[src/rtl/line_alarm_pkg.sv]
// Shared constants for the line alarm monitor.
// Assumes: the run limit fits well inside the permitted 20..32 window.
package line_alarm_pkg;
    localparam int unsigned LA_SYNC_DEPTH = 2;
    localparam int unsigned LA_RUN_LIMIT  = 24;
endpackage

[src/rtl/level_sync.sv]
// Multi-flop synchroniser for a single asynchronous level.
// Assumes: the input holds each level long enough to be seen (>= 2 clocks).
module level_sync #(
    parameter int unsigned DEPTH = 2
) (
    input  logic clk,
    input  logic rst_n,
    input  logic d_async,
    output logic q_sync
);
    logic [DEPTH-1:0] stage;

    for (genvar i = 0; i < DEPTH; i++) begin : g_stage
        if (i == 0) begin : g_first
            // Capture the raw asynchronous level.
            always_ff @(posedge clk) begin
                if (!rst_n) stage[0] <= 1'b0;
                else        stage[0] <= d_async;
            end
        end else begin : g_next
            // Let metastability settle through one more flop.
            always_ff @(posedge clk) begin
                if (!rst_n) stage[i] <= 1'b0;
                else        stage[i] <= stage[i-1];
            end
        end
    end

    assign q_sync = stage[DEPTH-1];
endmodule

[src/rtl/toggle_detect.sv]
// Flags any change of a synchronised level relative to the previous cycle.
// Assumes: the input is already in the clk domain.
module toggle_detect (
    input  logic clk,
    input  logic rst_n,
    input  logic level,
    output logic changed
);
    logic level_q;

    // Remember the level seen last cycle.
    always_ff @(posedge clk) begin
        if (!rst_n) level_q <= 1'b0;
        else        level_q <= level;
    end

    assign changed = level ^ level_q;
endmodule

[src/rtl/activity_timer.sv]
// Counts cycles without activity and saturates at LIMIT; alarm low at limit.
// Assumes: activity is synchronous to clk; LIMIT >= 2.
module activity_timer #(
    parameter int unsigned LIMIT = 24
) (
    input  logic clk,
    input  logic rst_n,
    input  logic activity,
    output logic alarm_n
);
    localparam int unsigned CNT_W = $clog2(LIMIT + 1);
    localparam logic [CNT_W-1:0] LIM_V  = CNT_W'(LIMIT);
    localparam logic [CNT_W-1:0] LIM_M1 = CNT_W'(LIMIT - 1);

    logic [CNT_W-1:0] run_cnt;

    // Restart on activity, otherwise count up to the limit and hold there.
    always_ff @(posedge clk) begin
        if (!rst_n)                run_cnt <= '0;
        else if (activity)         run_cnt <= '0;
        else if (run_cnt != LIM_V) run_cnt <= run_cnt + 1'b1;
    end

    assign alarm_n = (run_cnt != LIM_V);

    AST_NO_OVERFLOW: assert property (@(posedge clk) disable iff (!rst_n)
        run_cnt <= LIM_V) else $error("run counter past limit");
    AST_ACTIVITY_CLEARS: assert property (@(posedge clk) disable iff (!rst_n)
        activity |=> alarm_n) else $error("alarm not cleared");
    AST_ALARM_AT_LIMIT: assert property (@(posedge clk) disable iff (!rst_n)
        (!activity && run_cnt == LIM_M1) |=> !alarm_n) else $error("alarm late");
    AST_ALARM_HOLDS: assert property (@(posedge clk) disable iff (!rst_n)
        (!alarm_n && !activity) |=> !alarm_n) else $error("alarm dropped");
endmodule

[src/rtl/line_alarm_monitor.sv]
// Top: stuck transmit clock alarm and receive zero-run alarm, both active low.
// Assumes: rails are aligned to clk_ref, one bit per cycle; tx clock is async.
module line_alarm_monitor
    import line_alarm_pkg::*;
#(
    parameter int unsigned SYNC_DEPTH = LA_SYNC_DEPTH,
    parameter int unsigned RUN_LIMIT  = LA_RUN_LIMIT
) (
    input  logic clk_ref,
    input  logic rst_n,
    input  logic tx_clk_mon,
    input  logic rx_pos,
    input  logic rx_neg,
    output logic txclk_dead_n,
    output logic rxsig_dead_n
);
    logic txclk_sync;
    logic txclk_edge;
    logic rx_mark;

    level_sync #(.DEPTH(SYNC_DEPTH)) u_sync (
        .clk(clk_ref), .rst_n(rst_n), .d_async(tx_clk_mon), .q_sync(txclk_sync)
    );

    toggle_detect u_edge (
        .clk(clk_ref), .rst_n(rst_n), .level(txclk_sync), .changed(txclk_edge)
    );

    activity_timer #(.LIMIT(RUN_LIMIT)) u_clk_timer (
        .clk(clk_ref), .rst_n(rst_n), .activity(txclk_edge), .alarm_n(txclk_dead_n)
    );

    assign rx_mark = rx_pos | rx_neg;

    activity_timer #(.LIMIT(RUN_LIMIT)) u_sig_timer (
        .clk(clk_ref), .rst_n(rst_n), .activity(rx_mark), .alarm_n(rxsig_dead_n)
    );

    AST_MARK_CLEARS_LOS: assert property (@(posedge clk_ref) disable iff (!rst_n)
        (rx_pos || rx_neg) |=> rxsig_dead_n) else $error("mark ignored");
    AST_SYNC_EDGE_CLEARS: assert property (@(posedge clk_ref) disable iff (!rst_n)
        (txclk_sync != $past(txclk_sync)) |=> txclk_dead_n) else $error("edge ignored");
endmodule

[config.mk]
export PLATFORM = sky130hd
export DESIGN_NAME = line_alarm_monitor
export DESIGN_NICKNAME = d
export VERILOG_FILES = /design/src/rtl/line_alarm_pkg.sv /design/src/rtl/level_sync.sv /design/src/rtl/toggle_detect.sv /design/src/rtl/activity_timer.sv /design/src/rtl/line_alarm_monitor.sv
export SDC_FILE = /design/constraint.sdc
export NUM_CORES = 1
export LEC_CHECK = 0
export CAP_MARGIN = 20
export CORE_AREA = 3 3 40 42
export CTS_CLUSTER_DIAMETER = 150
export DETAILED_ROUTE_END_ITERATION = 6
export DIE_AREA = 0 0 43 45
export PLACE_DENSITY_LB_ADDON = 0.2
export REMOVE_ABC_BUFFERS = 1
export SYNTH_ARGS = -nofsm -noshare
export SYNTH_HDL_FRONTEND = slang
export SYNTH_HIERARCHICAL = 1
export SYNTH_SLANG_ARGS = --single-unit
[constraint.sdc]
create_clock -name clk_ref -period 3.35 [get_ports clk_ref]
set_input_delay 0.67 -clock clk_ref [delete_from_list [all_inputs] [get_ports clk_ref]]
set_output_delay 0.67 -clock clk_ref [all_outputs]
set_load 0.005 [all_outputs]
==> results of run 1 <==
placed cells by master (no fill, tap or decap), types with 2 or more instances in the layout:
cell             netlist  routed
clkbuf_4               0       3
nor4b_4                2       2
nand3b_1              10      10
ha_1                   4       4
and2_1                 2       2
inv_1                  6       6
clkdlybuf4s50_1        0       6
mux2i_1                8       8
or3b_1                 6       6
xnor2_1                2       2
and4b_1                2       2
dfxtp_1               13      13
nand3_1                4       4
final cells by class:
cell class / count / area (sq um)
timing repair buffer: 6 / 60.1
multi-input combinational: 43 / 398
fill: 110 / 499
tap: 15 / 18.8
inverter: 6 / 22.5
clock buffer: 4 / 26.3
sequential: 13 / 260
Yosys cell counts, drive strengths merged:
cell / count / share of area (%)
and2: 3 / 2.8
and4b: 2 / 2.8
buf: 2 / 3.2
dfxtp: 13 / 37
ha: 4 / 7.1
inv: 6 / 3.2
mux2i: 8 / 11
nand3: 4 / 2.8
nand3b: 10 / 11
nor4b: 2 / 6.8
or2: 1 / 0.89
or3b: 6 / 7.5
xnor2: 2 / 2.5
xor2: 1 / 1.2
where the power goes:
part           total (uW)  switching, uW  leakage, uW  internal [uW]
Clock                96.1           50.0    0.0000150           46.1
Sequential            164           4.46     0.000106            160
Combinational        29.4           12.7     0.000190           16.7
Total                 289           67.2     0.000311            222
per-stage QoR:
stage	hold slack, ns	util, %
final	0.442	61.1
after global routing	0.461	61.1
after CTS	0.448	61.1
after detailed placement	0.420	59.1
after global placement	0.431	59.1
after floorplan	0.412	-
state kept, by name (all words and copies together), names as in the netlist:
register and count:
u_clk_timer/run_cnt 5, u_edge/level_q 1, u_sig_timer/run_cnt 5, u_sync/q_sync 1, u_sync/stage 1
how the worst max path moves through the flow:
stage | cells past startpoint | to | slack (ns) | start
after floorplan | 4 | rxsig_dead_n | 1.76 | u_sig_timer/run_cnt[0]$_SDFFE_PP0P_
after global placement | 5 | txclk_dead_n | 1.21 | u_clk_timer/run_cnt[0]$_SDFFE_PP0P_
after detailed placement | 5 | txclk_dead_n | 1.19 | u_clk_timer/run_cnt[0]$_SDFFE_PP0P_
after CTS | 5 | txclk_dead_n | 0.88 | u_clk_timer/run_cnt[0]$_SDFFE_PP0P_
after global routing | 5 | rxsig_dead_n | 0.81 | u_sig_timer/run_cnt[0]$_SDFFE_PP0P_
final | 5 | txclk_dead_n | 0.90 | u_clk_timer/run_cnt[0]$_SDFFE_PP0P_
per-layer routing:
layer / share of wire [%] / GRT usage [%]
met5: 0 / 0
met4: 0 / 7.23
met3: 5.5 / 3.59
met2: 44 / 14.7
met1: 50 / 19.4
critical path, stage by stage (launching register included):
cell             delay [ns]
dfxtp_1                0.41
inv_1                  0.06
ha_1                   0.19
and4b_1                0.28
inv_1                  0.08
clkdlybuf4s50_1        0.49
cell families (layout without fill, tap and decap cells):
| kind of cell | after synthesis | count (layout) | synth area share (%) |
|---|---|---|---|
| buffers and inverters | 8 | 16 | 6.41 |
| flip-flops | 13 | 13 | 37.0 |
| multiplexers | 8 | 8 | 11.4 |
| AND/OR/NAND/NOR | 28 | 28 | 34.3 |
| adder cells (fa/ha/maj) | 4 | 4 | 7.12 |
| XOR/XNOR | 3 | 3 | 3.74 |
==> summary.md, run 1 <==
| Metric | Value |
|---|---|
| Post-CTS setup buffers | 0 |
| Cell Rows | 13 |
| # IOs | 7 |
| Clk root buf | clkbuf_4 |
| Net count, final | 82 |
| Placed cell count | 83 |
| Finished layout cell area | 786 sq um |
| Final period util | 73.1% |
| Starting Density | 54.7% |
| Via count | 470 |
| Maximum fanout along the worst path | 5 |
| Final hold violation count | 0 |
| Max clock buf depth | 2 |
| Worst reg2reg startpoint | u_clk_timer/run_cnt[0]$_SDFFE_PP0P_ |
| # hold bufs at CTS | 0 |
| Hold Path Cell Cnt | 1 |
| Critical Path Source Type | flop |
| Syn. warnings | 6 |
| DRC Markers | 0 |
| H-tree depth | 1 |
| Post-synth cell types | 15 |
| Core area | 1280 sq um |
| Max-cap check violation count | 0 |
| Final worst clock skew | 0.00242 ns |
| Vias in the first global route | 404 |
| Avg Cell Area, Syn | 11.0 sq um |
| Worst-margin pin slew | 0.592 ns |
| Largest net degree at the start of global routing | 22 |
| Initial antenna violation count | 0 |
| TritonCTS clock tree | built |
| Slew Viols, Final | 0 |
| DR WL/cell | 11.4 um |
| Syn Inst Count | 64 |
| Minimum clock period | 2.45 ns |
| Final setup fails | 0 |
| Setup TNS | 0 ns |
| Worst setup path class | reg2out |
| Max transition margin | 60.4% |
| Post-CTS sizing | 0 |
| Req. time, crit path | 2.68 ns |
| Register area share after synthesis | 37.0% |
| Peak Freq | 0.408 GHz |
| R2R setup slack | 2.08 ns |
| Skew-Pair Late Insertion Delay | 0.27 ns |
| Die ar. | 1940 sq um |
| PwrDens | 368 nW/um^2 |
| Gp weighted congestion | 0.674 |
| Worst-path clk slew | 0.08 ns |
| All-Layer GR Usage | 12.5% |
| Placed instance area | 759 sq um |
| Share of cells above drive strength 1 | 8.33% |
| Hold Crit Endpoint | u_sync/q_sync$_SDFF_PN0_ |
| Max IR drop VDD | 0.000180 V |
| Final Worst Setup Slack | 0.900 ns |
| Lkg Pwr | 0.000311 uW |
| Post-route ant nets | 0 |
| CTS buffer count | 3 |
| Vias per Instance | 5.40 |
| Pre-antenna DRT Iters | 4 |
| Global-route wire length before repair | 1790 um |
| Post-Syn Area | 703 sq um |
| Ant diodes | 0 |
| FF+latch count, synth | 13 |
| Hold wc startpoint | u_sync/stage[0]$_SDFF_PN0_ |
| Pre-CTS setup slack | 1.19 ns |
| Port-buffer cells | 6 |
| Outcome | finished clean |
| Final Power | 289 uW |
| RR Endpoint | u_clk_timer/run_cnt[2]$_SDFFE_PP0P_ |
| Initial drt markers | 6 |
| Routed Wire Length | 990 um |
| Global route overflow | 0 |
| Die width | 43 um |
| DIE HEIGHT | 45 um |
| Non-Filler Instances | 87 |
| CP endpoint kind | primary output |
| Worst EP arrival | 1.78 ns |
| RSZ-0062 raised after global routing | false |
| HP Class | reg2reg |
| CTS Sinks | 13 |
| FF-to-FF path depth | 4 |
| Area Growth Syn to Fin | 11.7% |
(Power assumes the default switching activity.)
==> run 2: changes to the inputs <==
--- a/config.mk
+++ b/config.mk
@@ -6,10 +6,10 @@
 export NUM_CORES = 1
 export LEC_CHECK = 0
 export CAP_MARGIN = 20
-export CORE_AREA = 3 3 40 42
+export CORE_MARGIN = 3
+export CORE_UTILIZATION = 53
 export CTS_CLUSTER_DIAMETER = 150
 export DETAILED_ROUTE_END_ITERATION = 6
-export DIE_AREA = 0 0 43 45
 export PLACE_DENSITY_LB_ADDON = 0.2
 export REMOVE_ABC_BUFFERS = 1
 export SYNTH_ARGS = -nofsm -noshare
==> constraint.sdc (replaced) <==
create_clock -name clk_ref -period 2.4 [get_ports clk_ref]
set_input_delay 0.48 -clock clk_ref [delete_from_list [all_inputs] [get_ports clk_ref]]
set_output_delay 0.48 -clock clk_ref [all_outputs]
set_load 0.005 [all_outputs]
==> run 2 against run 1 <==
Effect of this change: cell area rose by 0.96%; core utilization is 6.6 points higher; final cell count did not move; first-iteration DRC count is 33% lower; largest cell class unchanged; clock skew grew 0.0015 ns.
==> summary.md, run 2 (synthesis gave the netlist of run 1 again) <==
| Metric | Value |
|---|---|
| # hold bufs at CTS | 0 (unchanged) |
| Setup TNS | 0 ns (unchanged) |
| TritonCTS clock tree | built |
| HP Class | reg2reg |
| Post-CTS sizing | 0 (unchanged) |
| Core area | 1170 sq um (-8.9%) |
| Buf/Inv on CP | 3 (unchanged) |
| H-tree depth | 1 (unchanged) |
| Largest net degree at the start of global routing | 14 (-36%) |
| Vias in the first global route | 444 (+9.9%) |
| Ant diodes | 0 (unchanged) |
| RSZ-0062 raised after global routing | false |
| Area Growth Syn to Fin | 12.8% |
| Final hold violation count | 0 (unchanged) |
| Pre-antenna DRT Iters | 3 (-1) |
| Most common cell on crit path | inv_1 |
| Regs by FF count | u_clk_timer/run_cnt x5, u_sig_timer/run_cnt x5 |
| DRC Markers | 0 (unchanged) |
| CTS buffer count | 3 (unchanged) |
| Worst-path cell chain | inv_1 -> ha_1 -> and4b_1 -> inv_1 -> clkdlybuf4s50_1 |
| Critical Path Source Type | flop |
| DR WL/cell | 12.0 um (+5.6%) |
| Max clock buf depth | 2 (unchanged) |
| Post-route ant nets | 0 (unchanged) |
| Max-cap check violation count | 0 (unchanged) |
| Placed instance area | 766 sq um (+0.82%) |
| Hold Crit Endpoint | u_sync/q_sync$_SDFF_PN0_ |
| Hold Path Cell Cnt | 1 (unchanged) |
| Global-route wire length before repair | 2040 um (+14%) |
| Half-perimeter wire length after placement | 783 um |
| Slew Viols, Final | 0 (unchanged) |
| Minimum clock period | 2.26 ns |
| Worst-margin pin slew | 0.649 ns (+0.0563 ns) |
| Routed Wire Length | 1050 um (+5.6%) |
| Final worst clock skew | 0.00397 ns (+0.00155 ns) |
| DIE HEIGHT | 42.4 um (-5.7%) |
| Port-buffer cells | 6 (unchanged) |
| Delay-heaviest family, CP | buffers and inverters |
| Metal2 WL | 476 um (+8.2%) |
| FF-to-FF path depth | 4 (unchanged) |
| Final setup fails | 0 (unchanged) |
| Worst EP arrival | 1.78 ns (about the same) |
| Commonest non-fill, non-tap cell in the layout | dfxtp_1 |
| All-Layer GR Usage | 14.6% (+2.1 points) |
| Maximum fanout along the worst path | 5 (unchanged) |
| Die ar. | 1800 sq um (-7.0%) |
| Lkg Pwr | 0.000318 uW (+2.4%) |
| Starting Density | 60.0% (+5.3 points) |
| CTS Sinks | 13 (unchanged) |
| Share of cells above drive strength 1 | 11.0% (+2.6 points) |
| R2R setup slack | 1.12 ns (-0.96 ns) |
| Clk root buf | clkbuf_4 |
| Net count, final | 83 (+1.2%) |
| Outcome | finished clean |
| Max transition margin | 56.6% (-3.8 points) |
| Via count | 473 (+0.64%) |
| Gp weighted congestion | 0.725 (+7.5%) |
| Post-CTS setup buffers | 0 (unchanged) |
| Worst reg2reg startpoint | u_sig_timer/run_cnt[0]$_SDFFE_PP0P_ |
| RR Endpoint | u_sig_timer/run_cnt[2]$_SDFFE_PP0P_ |
| Final period util | 94.0% |
| # IOs | 7 (unchanged) |
| Slowest-stage cell, CP | clkdlybuf4s50_1 |
| Req. time, crit path | 1.92 ns (-0.76 ns) |
| Max IR drop VDD | 0.000482 V (+170%) |
| Global route overflow | 0 (unchanged) |
| CP endpoint kind | primary output |
| Worst setup path class | reg2out |
| Finished layout cell area | 793 sq um (+0.96%) |
| Initial antenna violation count | 0 (unchanged) |
| Worst-path clk slew | 0.08 ns (about the same) |
| Cell Rows | 12 (-1) |
| PwrDens | 510 nW/um^2 (+39%) |
| Final core utilization | 67.7% (+6.6 points) |
| Peak Freq | 0.443 GHz |
| Met1 wire length | 529 um (+6.9%) |
| Top Layer Used | met3 |
| Hold wc startpoint | u_sync/stage[0]$_SDFF_PN0_ |
| Met3 Wirelength | 38 um (-30%) |
| Initial drt markers | 4 (-2) |
| Die width | 42.4 um (-1.3%) |
| Skew-Pair Late Insertion Delay | 0.27 ns (about the same) |
| Max incr delay on CP | 0.49 ns (about the same) |
| Vias per Instance | 5.44 (+0.64%) |
| Commonest cells after routing, fill and taps aside | 13 x dfxtp_1, 10 x nand3b_1, 8 x mux2i_1 |
| Filler cell count | 97 (-12%) |
==> run 2: final cells by class <==
cell class	instances	area, sq um	area share (%)
Multi-Input combinational cell	43	398	50.2
Sequential cell	13	260	32.8
Timing Repair Buffer	7	67.6	8.52
Clock buffer	3	22.5	2.84
Inverter	6	22.5	2.84
Tap cell	14	17.5	2.21
Clock inverter	1	5.00	0.631
==> run 2: per-stage QoR <==
step | power [uW] | hold slack, ns | cells | setup WS [ns]
6_report | 405 | 0.447 | 87 | 0.143
5_1_grt | 427 | 0.489 | 87 | 0.0206
4_1_cts | 413 | 0.452 | 87 | 0.120
3_5_place_dp | 277 | 0.428 | 83 | 0.429
3_3_place_gp | 275 | 0.432 | 83 | 0.441
2_1_floorplan | 259 | 0.412 | 62 | 0.995
==> run 2: routing by layer <==
metal / vias up / global-route usage (%)
li1: 244 / -
met1: 222 / 19.3
met2: 7 / 22.5
met3: 0 / 6.44
met4: 0 / 1.86
met5: - / 0
==> run 2: worst max path at each step <==
stage                              end  depth (start not counted)                                 from
final                     rxsig_dead_n                          5  u_sig_timer/run_cnt[0]$_SDFFE_PP0P_
after global routing      txclk_dead_n                          5  u_clk_timer/run_cnt[0]$_SDFFE_PP0P_
after CTS                 rxsig_dead_n                          5  u_sig_timer/run_cnt[0]$_SDFFE_PP0P_
after detailed placement  rxsig_dead_n                          5  u_sig_timer/run_cnt[0]$_SDFFE_PP0P_
after global placement    rxsig_dead_n                          5  u_sig_timer/run_cnt[0]$_SDFFE_PP0P_
after floorplan           rxsig_dead_n                          4  u_sig_timer/run_cnt[0]$_SDFFE_PP0P_
==> run 2: worst register-to-register path, stage by stage (launching register included) <==
cell,delay [ns]
dfxtp_1,0.40
inv_1,0.06
ha_1,0.19
and4b_1,0.28
nor4b_4,0.26
==> run 2: report_power, final <==
part | switching, uW | internal, uW | total [uW]
clock network | 70.6 | 61.7 | 132
registers | 6.37 | 223 | 229
logic | 19.2 | 24.3 | 43.5
==> run 3: changes to the inputs <==
--- a/config.mk
+++ b/config.mk
@@ -6,12 +6,13 @@
 export NUM_CORES = 1
 export LEC_CHECK = 0
 export CAP_MARGIN = 20
-export CORE_MARGIN = 3
+export CORE_MARGIN = 10
 export CORE_UTILIZATION = 53
 export CTS_CLUSTER_DIAMETER = 150
 export DETAILED_ROUTE_END_ITERATION = 6
 export PLACE_DENSITY_LB_ADDON = 0.2
 export REMOVE_ABC_BUFFERS = 1
+export SETUP_SLACK_MARGIN = 0.05
 export SYNTH_ARGS = -nofsm -noshare
 export SYNTH_HDL_FRONTEND = slang
 export SYNTH_HIERARCHICAL = 1
==> run 3 against run 2 <==
Effect of this change: register-to-register slack improved by 0.05 ns; clock-buffer cell count rose by 1; clock skew fell by 0.0034 ns; first-iteration DRC count rose by 75%; cell area rose by 0.32%; hold slack got worse by 0.0056 ns; sequential share of layout area rose by 0.21 points; critical path depth did not move; fmax rose by 1.3%; clock power barely moved; setup slack improved by 0.029 ns; sequential cell count did not move; largest power group unchanged.
==> summary.md, run 3 (synthesis gave the netlist of run 1 again) <==
| Metric | Value |
|---|---|
| DIE HEIGHT | 56.4 um (+33%) |
| RSZ-0062 raised after global routing | false |
| Slew Viols, Final | 0 (unchanged) |
| WHS | 0.441 ns (-0.00558 ns) |
| Minimum clock period | 2.23 ns (-0.0288 ns) |
| HP Class | reg2reg |
| Final period util | 92.8% (-1.2 points) |
| Post-route ant nets | 0 (unchanged) |
| Share of cells above drive strength 1 | 12.3% (+1.4 points) |
| Commonest non-fill, non-tap cell in the layout | dfxtp_1 |
| Skew-Pair Late Insertion Delay | 0.27 ns (about the same) |
| Routed Wire Length | 1150 um (+10%) |
| DRC Markers | 0 (unchanged) |
| Placed instance area | 767 sq um (+0.16%) |
| Max-cap check violation count | 0 (unchanged) |
| Core area | 1270 sq um (+8.3%) |
| Final core utilization | 62.7% (-5.0 points) |
| All-Layer GR Usage | 8.00% (-6.6 points) |
| Setup TNS | 0 ns (unchanged) |
| Vias per Instance | 5.35 (-1.6%) |
| Non-Filler Instances | 88 (+1.1%) |
| Global-route wire length before repair | 2080 um (+2.0%) |
| Critical Path Source Type | flop |
| Global route overflow | 0 (unchanged) |
| Maximum fanout along the worst path | 4 (-1) |
| H-tree depth | 1 (unchanged) |
| CP endpoint kind | primary output |
| Worst-path clk slew | 0.08 ns (about the same) |
| TritonCTS clock tree | built |
| Worst setup path class | reg2out |
| Clk root buf | clkbuf_4 |
| Max clock buf depth | 2 (unchanged) |
| Vias in the first global route | 467 (+5.2%) |
| Die ar. | 3180 sq um (+77%) |
| R2R setup slack | 1.17 ns (+0.05 ns) |
| Finished layout cell area | 796 sq um (+0.32%) |
| Port-buffer cells | 6 (unchanged) |
| Initial drt markers | 7 (+3) |
| Lkg Pwr | 0.000316 uW (-0.66%) |
| Final setup fails | 0 (unchanged) |
| Multi-input gate area | 398 sq um (unchanged) |
| Peak Freq | 0.449 GHz (+1.3%) |
| Final hold violation count | 0 (unchanged) |
| CTS buffer count | 3 (unchanged) |
| Outcome | finished clean |
| Area Growth Syn to Fin | 13.2% |
| Net count, final | 83 (unchanged) |
| Ant diodes | 0 (unchanged) |
| Req. time, crit path | 1.92 ns (about the same) |
| DR WL/cell | 13.1 um (+9.1%) |
| Gp weighted congestion | 0.714 (-1.5%) |
| Worst-margin pin slew | 0.595 ns (-0.0534 ns) |
| Die width | 56.4 um (+33%) |
| Initial antenna violation count | 0 (unchanged) |
| Final worst clock skew | 0.000597 ns (-0.00337 ns) |
| Regs by FF count | u_clk_timer/run_cnt x5, u_sig_timer/run_cnt x5 |
| Largest net degree at the start of global routing | 16 (+2) |
| Post-CTS setup buffers | 0 (unchanged) |
| Cell Rows | 13 (+1) |
| CTS Sinks | 13 (unchanged) |
| # IOs | 7 (unchanged) |
| Half-perimeter wire length after placement | 875 um (+12%) |
| PwrDens | 507 nW/um^2 (-0.74%) |
| Worst EP arrival | 1.75 ns (-0.03 ns) |
| Sequential cell area | 263 sq um (+0.96%) |
| Commonest cells after routing, fill and taps aside | 11 x dfxtp_1, 10 x nand3b_1, 8 x mux2i_1 |
| Placed cell count | 84 (+1.2%) |
| Starting Density | 55.4% (-4.6 points) |
| Via count | 471 (-0.42%) |
| Max IR drop VDD | 0.000227 V (-53%) |
| Filler cell count | 107 (+10%) |
| Pre-antenna DRT Iters | 3 (unchanged) |
| Max transition margin | 60.2% (+3.6 points) |
==> run 3: area by class of cell <==
class | instances | share of cell area [%]
sequential | 13 | 33.0
tap | 15 | 2.36
clock buffer | 4 | 3.30
timing repair buffer | 7 | 8.49
inverter | 6 | 2.83
multi-input combinational | 43 | 50.0
==> run 3: critical path: stages, from the launching register on <==
cell             delay, ns
dfxtp_1               0.38
inv_1                 0.06
ha_1                  0.18
and4b_1               0.28
inv_1                 0.09
clkdlybuf4s50_1       0.51
==> run 3: metal layers <==
layer	GRT usage, %	vias up	wire length, um
met2	13.0	4	564
met1	8.43	220	540
met3	3.60	2	36
met5	0	-	0
li1	-	245	-
met4	4.12	0	11
==> run 3: what timing repair did <==
action	4_1_cts	5_1_grt
endpoints found under the hold margin	0	0
resized for setup	0	2
endpoints found under the setup margin	0	2
hold buffers	0	0
==> run 3: through the flow <==
stage / total power [uW] / worst slack (ns)
after floorplan: 259 / 0.995
after CTS: 411 / 0.0998
after global routing: 430 / 0.0584
after detailed placement: 277 / 0.405
after global placement: 275 / 0.465
final: 403 / 0.172
==> run 3: power breakdown <==
| group | internal, uW | leakage [uW] | switching [uW] | total, uW |
|---|---|---|---|---|
| clock network | 64.3 | 0.0000150 | 67.2 | 131 |
| registers | 223 | 0.000107 | 6.24 | 229 |
| logic | 23.9 | 0.000195 | 18.3 | 42.2 |
| total | 311 | 0.000316 | 91.7 | 403 |
==> run 3: worst paths after layout <==
path / startpoint / end / cells past startpoint
worst min register to register: u_sync/stage[0]$_SDFF_PN0_ / u_sync/q_sync$_SDFF_PN0_ / 1
worst max-delay path: u_clk_timer/run_cnt[1]$_SDFFE_PP0P_ / txclk_dead_n / 5
worst max register to register: u_sig_timer/run_cnt[1]$_SDFFE_PP0P_ / u_sig_timer/run_cnt[2]$_SDFFE_PP0P_ / 4
worst min-delay path: u_sync/stage[0]$_SDFF_PN0_ / u_sync/q_sync$_SDFF_PN0_ / 1
